===== src/rtl/bankmap_pkg.sv =====
package bankmap_pkg;

    localparam int SEG_W = 3;

    typedef enum logic [3:0] {
        SRC_EMPTY = 4'd0,
        SRC_BASIC = 4'd1,
        SRC_KANJI = 4'd2,
        SRC_VOICE = 4'd3,
        SRC_CART1 = 4'd4,
        SRC_CART2 = 4'd5,
        SRC_CHAR  = 4'd6,
        SRC_RAM   = 4'd7,
        SRC_XRAM  = 4'd8
    } src_e;

    typedef struct packed {
        src_e             src;
        logic [SEG_W-1:0] seg;
    } page_t;

    typedef enum logic [1:0] {
        WM_OFF  = 2'd0,
        WM_RAM  = 2'd1,
        WM_XRAM = 2'd2
    } wmode_e;

    typedef enum logic {
        CHR_IDLE   = 1'b0,
        CHR_FORCED = 1'b1
    } chr_state_e;

    function automatic page_t mk_page(src_e s, logic [SEG_W-1:0] g);
        page_t p;
        p.src = s;
        p.seg = g;
        return p;
    endfunction

endpackage


===== src/rtl/bankmap_nibble_dec.sv =====
module bankmap_nibble_dec
    import bankmap_pkg::*;
#(
    parameter int PAIR       = 0,
    parameter bit EXT_FITTED = 1'b1
) (
    input  logic [3:0] code,
    input  logic       kbank,
    output page_t      pg_lo,
    output page_t      pg_hi
);
    // Pair 1 (pages 2-3) substitutes voice ROM for kanji.
    localparam bit VOICE_SUB = (PAIR == 1);
    // Odd pairs see the upper half of BASIC.
    localparam logic [SEG_W-1:0] BAS_SEG = (PAIR % 2 == 1) ? 3'd2 : 3'd0;
    // RAM and extended RAM follow the CPU address.
    localparam logic [SEG_W-1:0] RAM_SEG = SEG_W'(2 * PAIR);
    localparam src_e K_SRC = VOICE_SUB ? SRC_VOICE : SRC_KANJI;

    logic [SEG_W-1:0] k_seg;
    page_t bas_lo, bas_hi, k_lo, k_hi, c1, c2, nil, ram_lo, ram_hi, xr_lo, xr_hi;

    always_comb begin
        k_seg  = VOICE_SUB ? 3'd0 : {1'b0, kbank, 1'b0};
        bas_lo = mk_page(SRC_BASIC, BAS_SEG);
        bas_hi = mk_page(SRC_BASIC, BAS_SEG | 3'd1);
        k_lo   = mk_page(K_SRC, k_seg);
        k_hi   = mk_page(K_SRC, k_seg | 3'd1);
        c1     = mk_page(SRC_CART1, 3'd0);
        c2     = mk_page(SRC_CART2, 3'd0);
        nil    = mk_page(SRC_EMPTY, 3'd0);
        ram_lo = mk_page(SRC_RAM, RAM_SEG);
        ram_hi = mk_page(SRC_RAM, RAM_SEG | 3'd1);
        xr_lo  = EXT_FITTED ? mk_page(SRC_XRAM, RAM_SEG) : nil;
        xr_hi  = EXT_FITTED ? mk_page(SRC_XRAM, RAM_SEG | 3'd1) : nil;
    end

    always_comb begin
        unique case (code)
            4'h0: begin pg_lo = nil;    pg_hi = nil;    end
            4'h1: begin pg_lo = bas_lo; pg_hi = bas_hi; end
            4'h2: begin pg_lo = k_lo;   pg_hi = k_hi;   end
            4'h3: begin pg_lo = c2;     pg_hi = c2;     end
            4'h4: begin pg_lo = c1;     pg_hi = c1;     end
            4'h5: begin pg_lo = k_lo;   pg_hi = bas_hi; end
            4'h6: begin pg_lo = bas_lo; pg_hi = k_hi;   end
            4'h7: begin pg_lo = c1;     pg_hi = c2;     end
            4'h8: begin pg_lo = c2;     pg_hi = c1;     end
            4'h9: begin pg_lo = c2;     pg_hi = bas_hi; end
            4'hA: begin pg_lo = bas_lo; pg_hi = c2;     end
            4'hB: begin pg_lo = c1;     pg_hi = k_hi;   end
            4'hC: begin pg_lo = k_lo;   pg_hi = c1;     end
            4'hD: begin pg_lo = ram_lo; pg_hi = ram_hi; end
            4'hE: begin pg_lo = xr_lo;  pg_hi = xr_hi;  end
            4'hF: begin pg_lo = nil;    pg_hi = nil;    end
        endcase
    end

endmodule


===== src/rtl/bankmap_char_fsm.sv =====
module bankmap_char_fsm
    import bankmap_pkg::*;
(
    input  logic clk,
    input  logic rst_n,
    input  logic pin_n,
    output logic forced,
    output logic set_evt,
    output logic clr_evt
);
    chr_state_e state_q, state_nx;
    logic       pin_q;

    always_ff @(posedge clk or negedge rst_n) begin
        if (!rst_n) begin
            state_q <= CHR_IDLE;
            pin_q   <= 1'b1;
        end else begin
            state_q <= state_nx;
            pin_q   <= pin_n;
        end
    end

    always_comb begin
        state_nx = state_q;
        set_evt  = 1'b0;
        clr_evt  = 1'b0;
        unique case (state_q)
            CHR_IDLE: begin
                if (pin_q && !pin_n) begin
                    state_nx = CHR_FORCED;
                    set_evt  = 1'b1;
                end
            end
            CHR_FORCED: begin
                if (!pin_q && pin_n) begin
                    state_nx = CHR_IDLE;
                    clr_evt  = 1'b1;
                end
            end
        endcase
    end

    assign forced = (state_q == CHR_FORCED);

endmodule


===== src/rtl/bankmap_wr_ctrl.sv =====
module bankmap_wr_ctrl
    import bankmap_pkg::*;
#(
    parameter int         ADDR_W     = 16,
    parameter bit         EXT_FITTED = 1'b1,
    parameter logic [7:0] P_WR_EN    = 8'hF2
) (
    input  logic              clk,
    input  logic              rst_n,
    input  logic              io_wr,
    input  logic [7:0]        io_addr,
    input  logic [7:0]        io_wdata,
    input  logic [ADDR_W-1:0] mem_addr,
    input  logic              mem_wr,
    output logic [3:0]        wr_src,
    output logic [ADDR_W-1:0] wr_off,
    output logic              wr_gate
);
    localparam int RGN_W   = 2;
    localparam int REGIONS = 1 << RGN_W;

    wmode_e mode_q  [REGIONS];
    wmode_e mode_nx [REGIONS];
    wmode_e cur;
    logic   upd;

    assign upd = io_wr && (io_addr == P_WR_EN);

    for (genvar r = 0; r < REGIONS; r++) begin : g_rgn
        assign mode_nx[r] = (EXT_FITTED && io_wdata[2*r+1]) ? WM_XRAM :
                            io_wdata[2*r]                   ? WM_RAM  : WM_OFF;
    end

    always_ff @(posedge clk or negedge rst_n) begin
        if (!rst_n) begin
            for (int r = 0; r < REGIONS; r++) mode_q[r] <= (r >= 2) ? WM_RAM : WM_OFF;
        end else if (upd) begin
            for (int r = 0; r < REGIONS; r++) mode_q[r] <= mode_nx[r];
        end
    end

    assign cur = mode_q[mem_addr[ADDR_W-1 -: RGN_W]];

    always_comb begin
        wr_off  = mem_addr;
        wr_src  = SRC_EMPTY;
        wr_gate = 1'b0;
        unique case (cur)
            WM_RAM:  begin wr_src = SRC_RAM;  wr_gate = mem_wr; end
            WM_XRAM: begin wr_src = SRC_XRAM; wr_gate = mem_wr; end
            default: begin wr_src = SRC_EMPTY; wr_gate = 1'b0;  end
        endcase
    end

endmodule


===== src/rtl/bankmap_mapper.sv =====
module bankmap_mapper
    import bankmap_pkg::*;
#(
    parameter int         ADDR_W         = 16,
    parameter bit         EXT_RAM_FITTED = 1'b1,
    parameter logic [7:0] P_RD_LO        = 8'hF0,
    parameter logic [7:0] P_RD_HI        = 8'hF1,
    parameter logic [7:0] P_WR_EN        = 8'hF2,
    parameter logic [7:0] P_ROM_SEL      = 8'hC2
) (
    input  logic              clk,
    input  logic              rst_n,
    input  logic              io_wr,
    input  logic [7:0]        io_addr,
    input  logic [7:0]        io_wdata,
    output logic [7:0]        io_rdata,
    input  logic              chr_sel_n,
    input  logic [ADDR_W-1:0] mem_addr,
    input  logic              mem_wr,
    output logic [3:0]        rd_src,
    output logic [ADDR_W-1:0] rd_off,
    output logic [3:0]        wr_src,
    output logic [ADDR_W-1:0] wr_off,
    output logic              wr_gate
);
    localparam int PAGE_W   = 3;
    localparam int PAGES    = 1 << PAGE_W;
    localparam int PAIRS    = PAGES / 2;
    localparam int LO_PAGES = PAGES / 2;
    localparam int OFF_W    = ADDR_W - PAGE_W;
    localparam logic [7:0] LO_RST = 8'h11;
    localparam logic [7:0] HI_RST = 8'hDD;

    logic [7:0]            f0_q, f1_q, f0_src;
    logic                  kbank_q, kbank_nx;
    page_t [PAGES-1:0]     tbl_q, tbl_nx;
    logic                  hit_lo, hit_hi, hit_sel;
    logic [3:0]            dec_code [PAIRS];
    page_t                 dec_pg   [PAGES];
    logic                  chr_forced, chr_set, chr_clr;
    page_t                 cur_pg;

    assign hit_lo   = io_wr && (io_addr == P_RD_LO);
    assign hit_hi   = io_wr && (io_addr == P_RD_HI);
    assign hit_sel  = io_wr && (io_addr == P_ROM_SEL);
    assign kbank_nx = hit_sel ? io_wdata[1] : kbank_q;
    assign f0_src   = hit_lo ? io_wdata : f0_q;

    assign dec_code[0] = f0_src[3:0];
    assign dec_code[1] = f0_src[7:4];
    assign dec_code[2] = io_wdata[3:0];
    assign dec_code[3] = io_wdata[7:4];

    for (genvar g = 0; g < PAIRS; g++) begin : g_pair
        bankmap_nibble_dec #(
            .PAIR       (g),
            .EXT_FITTED (EXT_RAM_FITTED)
        ) u_dec (
            .code  (dec_code[g]),
            .kbank (kbank_nx),
            .pg_lo (dec_pg[2*g]),
            .pg_hi (dec_pg[2*g+1])
        );
    end

    bankmap_char_fsm u_chr (
        .clk     (clk),
        .rst_n   (rst_n),
        .pin_n   (chr_sel_n),
        .forced  (chr_forced),
        .set_evt (chr_set),
        .clr_evt (chr_clr)
    );

    // Port effects first, pin events on top.
    always_comb begin
        tbl_nx = tbl_q;
        if (hit_lo || (hit_sel && io_wdata[0])) begin
            for (int p = 0; p < LO_PAGES; p++) tbl_nx[p] = dec_pg[p];
            if (chr_forced) tbl_nx[3] = mk_page(SRC_CHAR, 3'd0);
        end
        if (hit_sel && !io_wdata[0]) begin
            if (!(tbl_q[2].src == SRC_BASIC && tbl_q[2].seg == 3'd2))
                tbl_nx[2] = mk_page(SRC_VOICE, 3'd0);
            if (!(tbl_q[3].src == SRC_BASIC && tbl_q[3].seg == 3'd3))
                tbl_nx[3] = mk_page(SRC_VOICE, 3'd1);
        end
        if (hit_hi) begin
            for (int p = LO_PAGES; p < PAGES; p++) tbl_nx[p] = dec_pg[p];
        end
        if (chr_set) tbl_nx[3] = mk_page(SRC_CHAR, 3'd0);
        if (chr_clr) begin
            for (int p = 0; p < LO_PAGES; p++) tbl_nx[p] = dec_pg[p];
        end
    end

    always_ff @(posedge clk or negedge rst_n) begin
        if (!rst_n) begin
            f0_q    <= LO_RST;
            f1_q    <= HI_RST;
            kbank_q <= 1'b0;
            for (int p = 0; p < PAGES; p++)
                tbl_q[p] <= (p < LO_PAGES) ? mk_page(SRC_BASIC, SEG_W'(p))
                                           : mk_page(SRC_RAM, SEG_W'(p));
        end else begin
            if (hit_lo) f0_q <= io_wdata;
            if (hit_hi) f1_q <= io_wdata;
            kbank_q <= kbank_nx;
            tbl_q   <= tbl_nx;
        end
    end

    always_comb begin
        if (io_addr == P_RD_LO)      io_rdata = f0_q;
        else if (io_addr == P_RD_HI) io_rdata = f1_q;
        else                         io_rdata = 8'hFF;
    end

    assign cur_pg = tbl_q[mem_addr[ADDR_W-1 -: PAGE_W]];
    assign rd_src = cur_pg.src;
    assign rd_off = {cur_pg.seg, mem_addr[OFF_W-1:0]};

    bankmap_wr_ctrl #(
        .ADDR_W     (ADDR_W),
        .EXT_FITTED (EXT_RAM_FITTED),
        .P_WR_EN    (P_WR_EN)
    ) u_wr (
        .clk      (clk),
        .rst_n    (rst_n),
        .io_wr    (io_wr),
        .io_addr  (io_addr),
        .io_wdata (io_wdata),
        .mem_addr (mem_addr),
        .mem_wr   (mem_wr),
        .wr_src   (wr_src),
        .wr_off   (wr_off),
        .wr_gate  (wr_gate)
    );

endmodule


===== config.mk =====
export PLATFORM = sky130hd
export DESIGN_NAME = bankmap_mapper
export DESIGN_NICKNAME = d
export VERILOG_FILES = /design/src/rtl/bankmap_pkg.sv /design/src/rtl/bankmap_nibble_dec.sv /design/src/rtl/bankmap_char_fsm.sv /design/src/rtl/bankmap_wr_ctrl.sv /design/src/rtl/bankmap_mapper.sv
export SDC_FILE = /design/constraint.sdc
export NUM_CORES = 1
export LEC_CHECK = 0
export BUFFER_PORTS_ARGS = -buffer_cell sky130_fd_sc_hd__buf_2
export CORE_UTILIZATION = 42
export DETAILED_ROUTE_END_ITERATION = 10
export HOLD_SLACK_MARGIN = 0.05
export PLACE_DENSITY = 0.68
export SLEW_MARGIN = 20
export SYNTH_ARGS = -nofsm -noshare
export SYNTH_HDL_FRONTEND = slang
export SYNTH_SLANG_ARGS = --single-unit

===== constraint.sdc =====
create_clock -name clk -period 2.15 [get_ports clk]
set_clock_uncertainty 0.05 [all_clocks]
set_input_delay 0.1075 -clock clk [delete_from_list [all_inputs] [get_ports clk]]
set_output_delay 0.1075 -clock clk [all_outputs]
set_load 0.01 [all_outputs]

==> metrics.csv <==
stage,metric,value,unit
run_status,outcome,completed,
layout,area_growth,17.7,%
floorplanning,core.rowCount,40,
place,gp_congestion,0.873,
synth,synth_cells,574,
clock_tree,cts_tree,done,
worst_setup_path,cp-end-kind,flop,
synth,synth-seq-cells,78,
layout,postLayoutCellArea,6240,sq um
global_routing,grt_max_degree,43,
power,power.switching,1.07,mW
routing,drc,0,
power,clkPwrFrac,38.8,%
routing,wl_per_cell,19.0,um
power,switching_share,27.6,%
layout,drive_above_1_share,32.9,%
place,io_buffers,46,
clock_tree,clockRootBuffer,clkbuf_16,
clock_tree,clockBufferDepth,2,
floorplanning,pin_count,86,
sta,setup_violations,0,
routing,drt_iter0_markers,382,
global_routing,grt_pass1_vias,4633,
synth,ys_types,73,
clock_tree,clock_sinks,78,
worst_setup_path,r2r_setup_slack,0.11,ns
synth,ys.flop_type,dfstp_2,
synth,synth_edf_count,0,
sta,drv_slew,0,
power,powerDensity,623,nW/um^2
worst_setup_path,criticalPathCategory,input pin to flop,
layout,antenna_cells,0,
power,internal-power,2.82,mW
power,peakVddDrop,326,uV
global_routing,grt_usage,24.5,%
worst_setup_path,cp_max_fo,4,
layout,layout_commonest_cell,nand2_1,
clock_tree,htreeDepth,3,
power,power_frac_comb,17.4,%
global_routing,grt_pass1_wl,24.3,mm
sta,rsz0062_at_grt,true,
worst_setup_path,cp.arrival,2.32,ns
global_routing,antenna_found_initial,0,
layout,layout.nets,669,
synth,synthArstFlopShare,100,%
synth,ys_warn_count,0,
layout,mostFrequentLayoutCells,"nand2_1, buf_4, buf_2",
place,dp_hpwl,11.4,mm
min_path,hold_class,input pin to flop,
routing,antenna_left,0,
place,placed_cell_area,5880,sq um
floorplanning,die_y,114,um
power,leakagePower,2.76,nW
sta,hold_viol_final,0,
routing,drtPass1Iterations,5,
worst_setup_path,cp-start-kind,input pin,
worst_setup_path,required,2.36,ns
floorplanning,die_area,13100,sq um
synth,yosysSeqAreaShare,37.7,%
sta,slew_headroom,64.0,%
synth,syn_avg_cell_area,9.23,sq um
worst_setup_path,slowest_delay,0.39,ns
routing,dr_total_vias,4695,
routing,vias_per_cell,5.89,
global_routing,gr-total-overflow,0,
floorplanning,start_util,43.6,%
clock_tree,clk_pin_slew,0.06,ns
worst_setup_path,worstPathCellList,buf_8 > nor4_4 > nand3_2 > buf_6 > mux2i_4 > inv_2 > ha_4 > nand2b_4 > a2111oi_4 > nor2_1 > or2_1 > a32oi_1,
clock_tree,numCtsBuffers,9,
synth,syn_nets,619,
sta,post-route-period-util,98.3,%
power,seqPwrFrac,43.8,%
sta,finalCriticalPeriod,2.11,ns
run,cap_viol_max_count,0,
synth,synth_area,5300,sq um
routing,wirelength,15.2,mm
clock_tree,worstSkewPairLatency,0.34,ns
floorplanning,core,12200,sq um
worst_setup_path,cpMaxStageDelayCell,nor4_4,
sta,tightest_slew,0.538,ns
sta,fin_tns_setup,0,ns
floorplanning,die_w,114,um
sta,fmax,0.473,GHz
[synth_stat cells, drive strengths merged, types with 4 or more instances]
cell type  instances  area [sq um]
nand2             89           334
dfrtp             39           976
dfstp             39          1020
buf               37           267
clkbuf            34           128
nor2              33           124
o21ai             24           120
inv               18          70.1
nand2b            16           100
a31oi             14          87.6
mux4              14           315
mux2i             13           155
nand3             13          65.1
nor3              13          76.3
a21oi             12          71.3
nor2b             12          75.1
a21o              11          82.6
o22a               9          78.8
o31ai              9          81.3
and2               8          52.6
ha                 8           100
mux2               7          78.8
nand3b             7          52.6
and3               6          37.5
nand4              6          37.5
nor4               6          52.6
a211oi             5          37.5
a2111oi            4          35.0
or2                4          25.0
xor2               4          35.0
[state kept, by name (all words and copies together) (netlist names)]
| signal | flops |
|---|---|
| f0_q | 8 |
| f1_q | 8 |
| kbank_q | 1 |
| tbl_q | 51 |
| u_chr.forced | 1 |
| u_chr.pin_q | 1 |
| u_wr.mode_q | 8 |
[per-stage QoR]
step | power (mW) | util (%) | hold WS [ns] | worst slack (ns) | cells
3_5_place_dp | 2.38 | 48.3 | 0.0613 | -0.343 | 777
6_report | 3.89 | 51.3 | 0.0641 | 0.0373 | 797
3_3_place_gp | 2.36 | 48.3 | 0.0543 | -0.246 | 777
4_1_cts | 3.89 | 50.9 | 0.0551 | 0.0168 | 796
2_1_floorplan | 2.15 | - | -0.238 | -0.238 | 574
5_1_grt | 4.03 | 51.3 | 0.0610 | -0.0736 | 797
[critical path: cells and delay by family]
kind,cells,cell delay [ns]
AOI/OAI and AO/OA,2,0.44
adders and majority gates,1,0.21
buffers and inverters,3,0.38
muxes,1,0.18
and+or+nand+nor,5,1.00
[final cells by class]
class	count	area, sq um
Clock buffer	12	236
Clock inverter	4	47.5
Fill cell	1113	5930
Inverter	18	70.1
Multi-Input combinational cell	407	2910
Sequential cell	78	2000
Tap cell	168	210
Timing Repair Buffer	110	766
[repair_timing]
action	in CTS	in global routing
setup endpoints to repair	0	3
hold buffers	3	0
setup buffers	0	1
hold endpoints to repair	39	0
resized for setup	0	11
[power groups by stage]
stage          Combinational (mW)  Clock (mW)  Sequential [mW]
2_1_floorplan               0.478           0             1.67
3_5_place_dp                0.659           0             1.72
3_3_place_gp                0.645           0             1.71
5_1_grt                     0.741        1.57             1.71
4_1_cts                     0.668        1.53             1.70
6_report                    0.678        1.51             1.70
[final timing paths]
check | to | depth (start not counted) | from
worst min register to register | u_wr.mode_q[2] | 2 | u_wr.mode_q[2]
max in group asynchronous | f1_q[6] | 3 | rst_n
min in group asynchronous | tbl_q[5] | 2 | rst_n
worst max-delay path | tbl_q[26] | 12 | io_addr[0]
worst max register to register | tbl_q[19] | 6 | tbl_q[15]
worst min-delay path | f0_q[4] | 2 | io_wdata[4]
[routing by layer]
metal | GRT usage, % | part of all wire (%) | vias to the layer above
met2 | 39.6 | 48 | 193
met5 | 0 | 0 | -
li1 | - | - | 2140
met4 | 8.92 | 2.3 | 0
met3 | 3.97 | 6.9 | 31
met1 | 33.1 | 43 | 2331
[kinds of logic (layout without fill, tap and decap cells)]
group                      Yosys count  count (layout)  synth area share [%]
muxes                               34              34                  10.4
AOI/OAI and AO/OA                  130             130                  18.1
xor gates and xnor gates             6               6                 0.991
buffers and inverters               89             144                  8.76
adders and majority gates           10              10                  2.27
DFF                                 78              78                  37.7
and+or+nand+nor                    227             227                  21.7
Note: power is estimated with default switching activity, not from simulation.
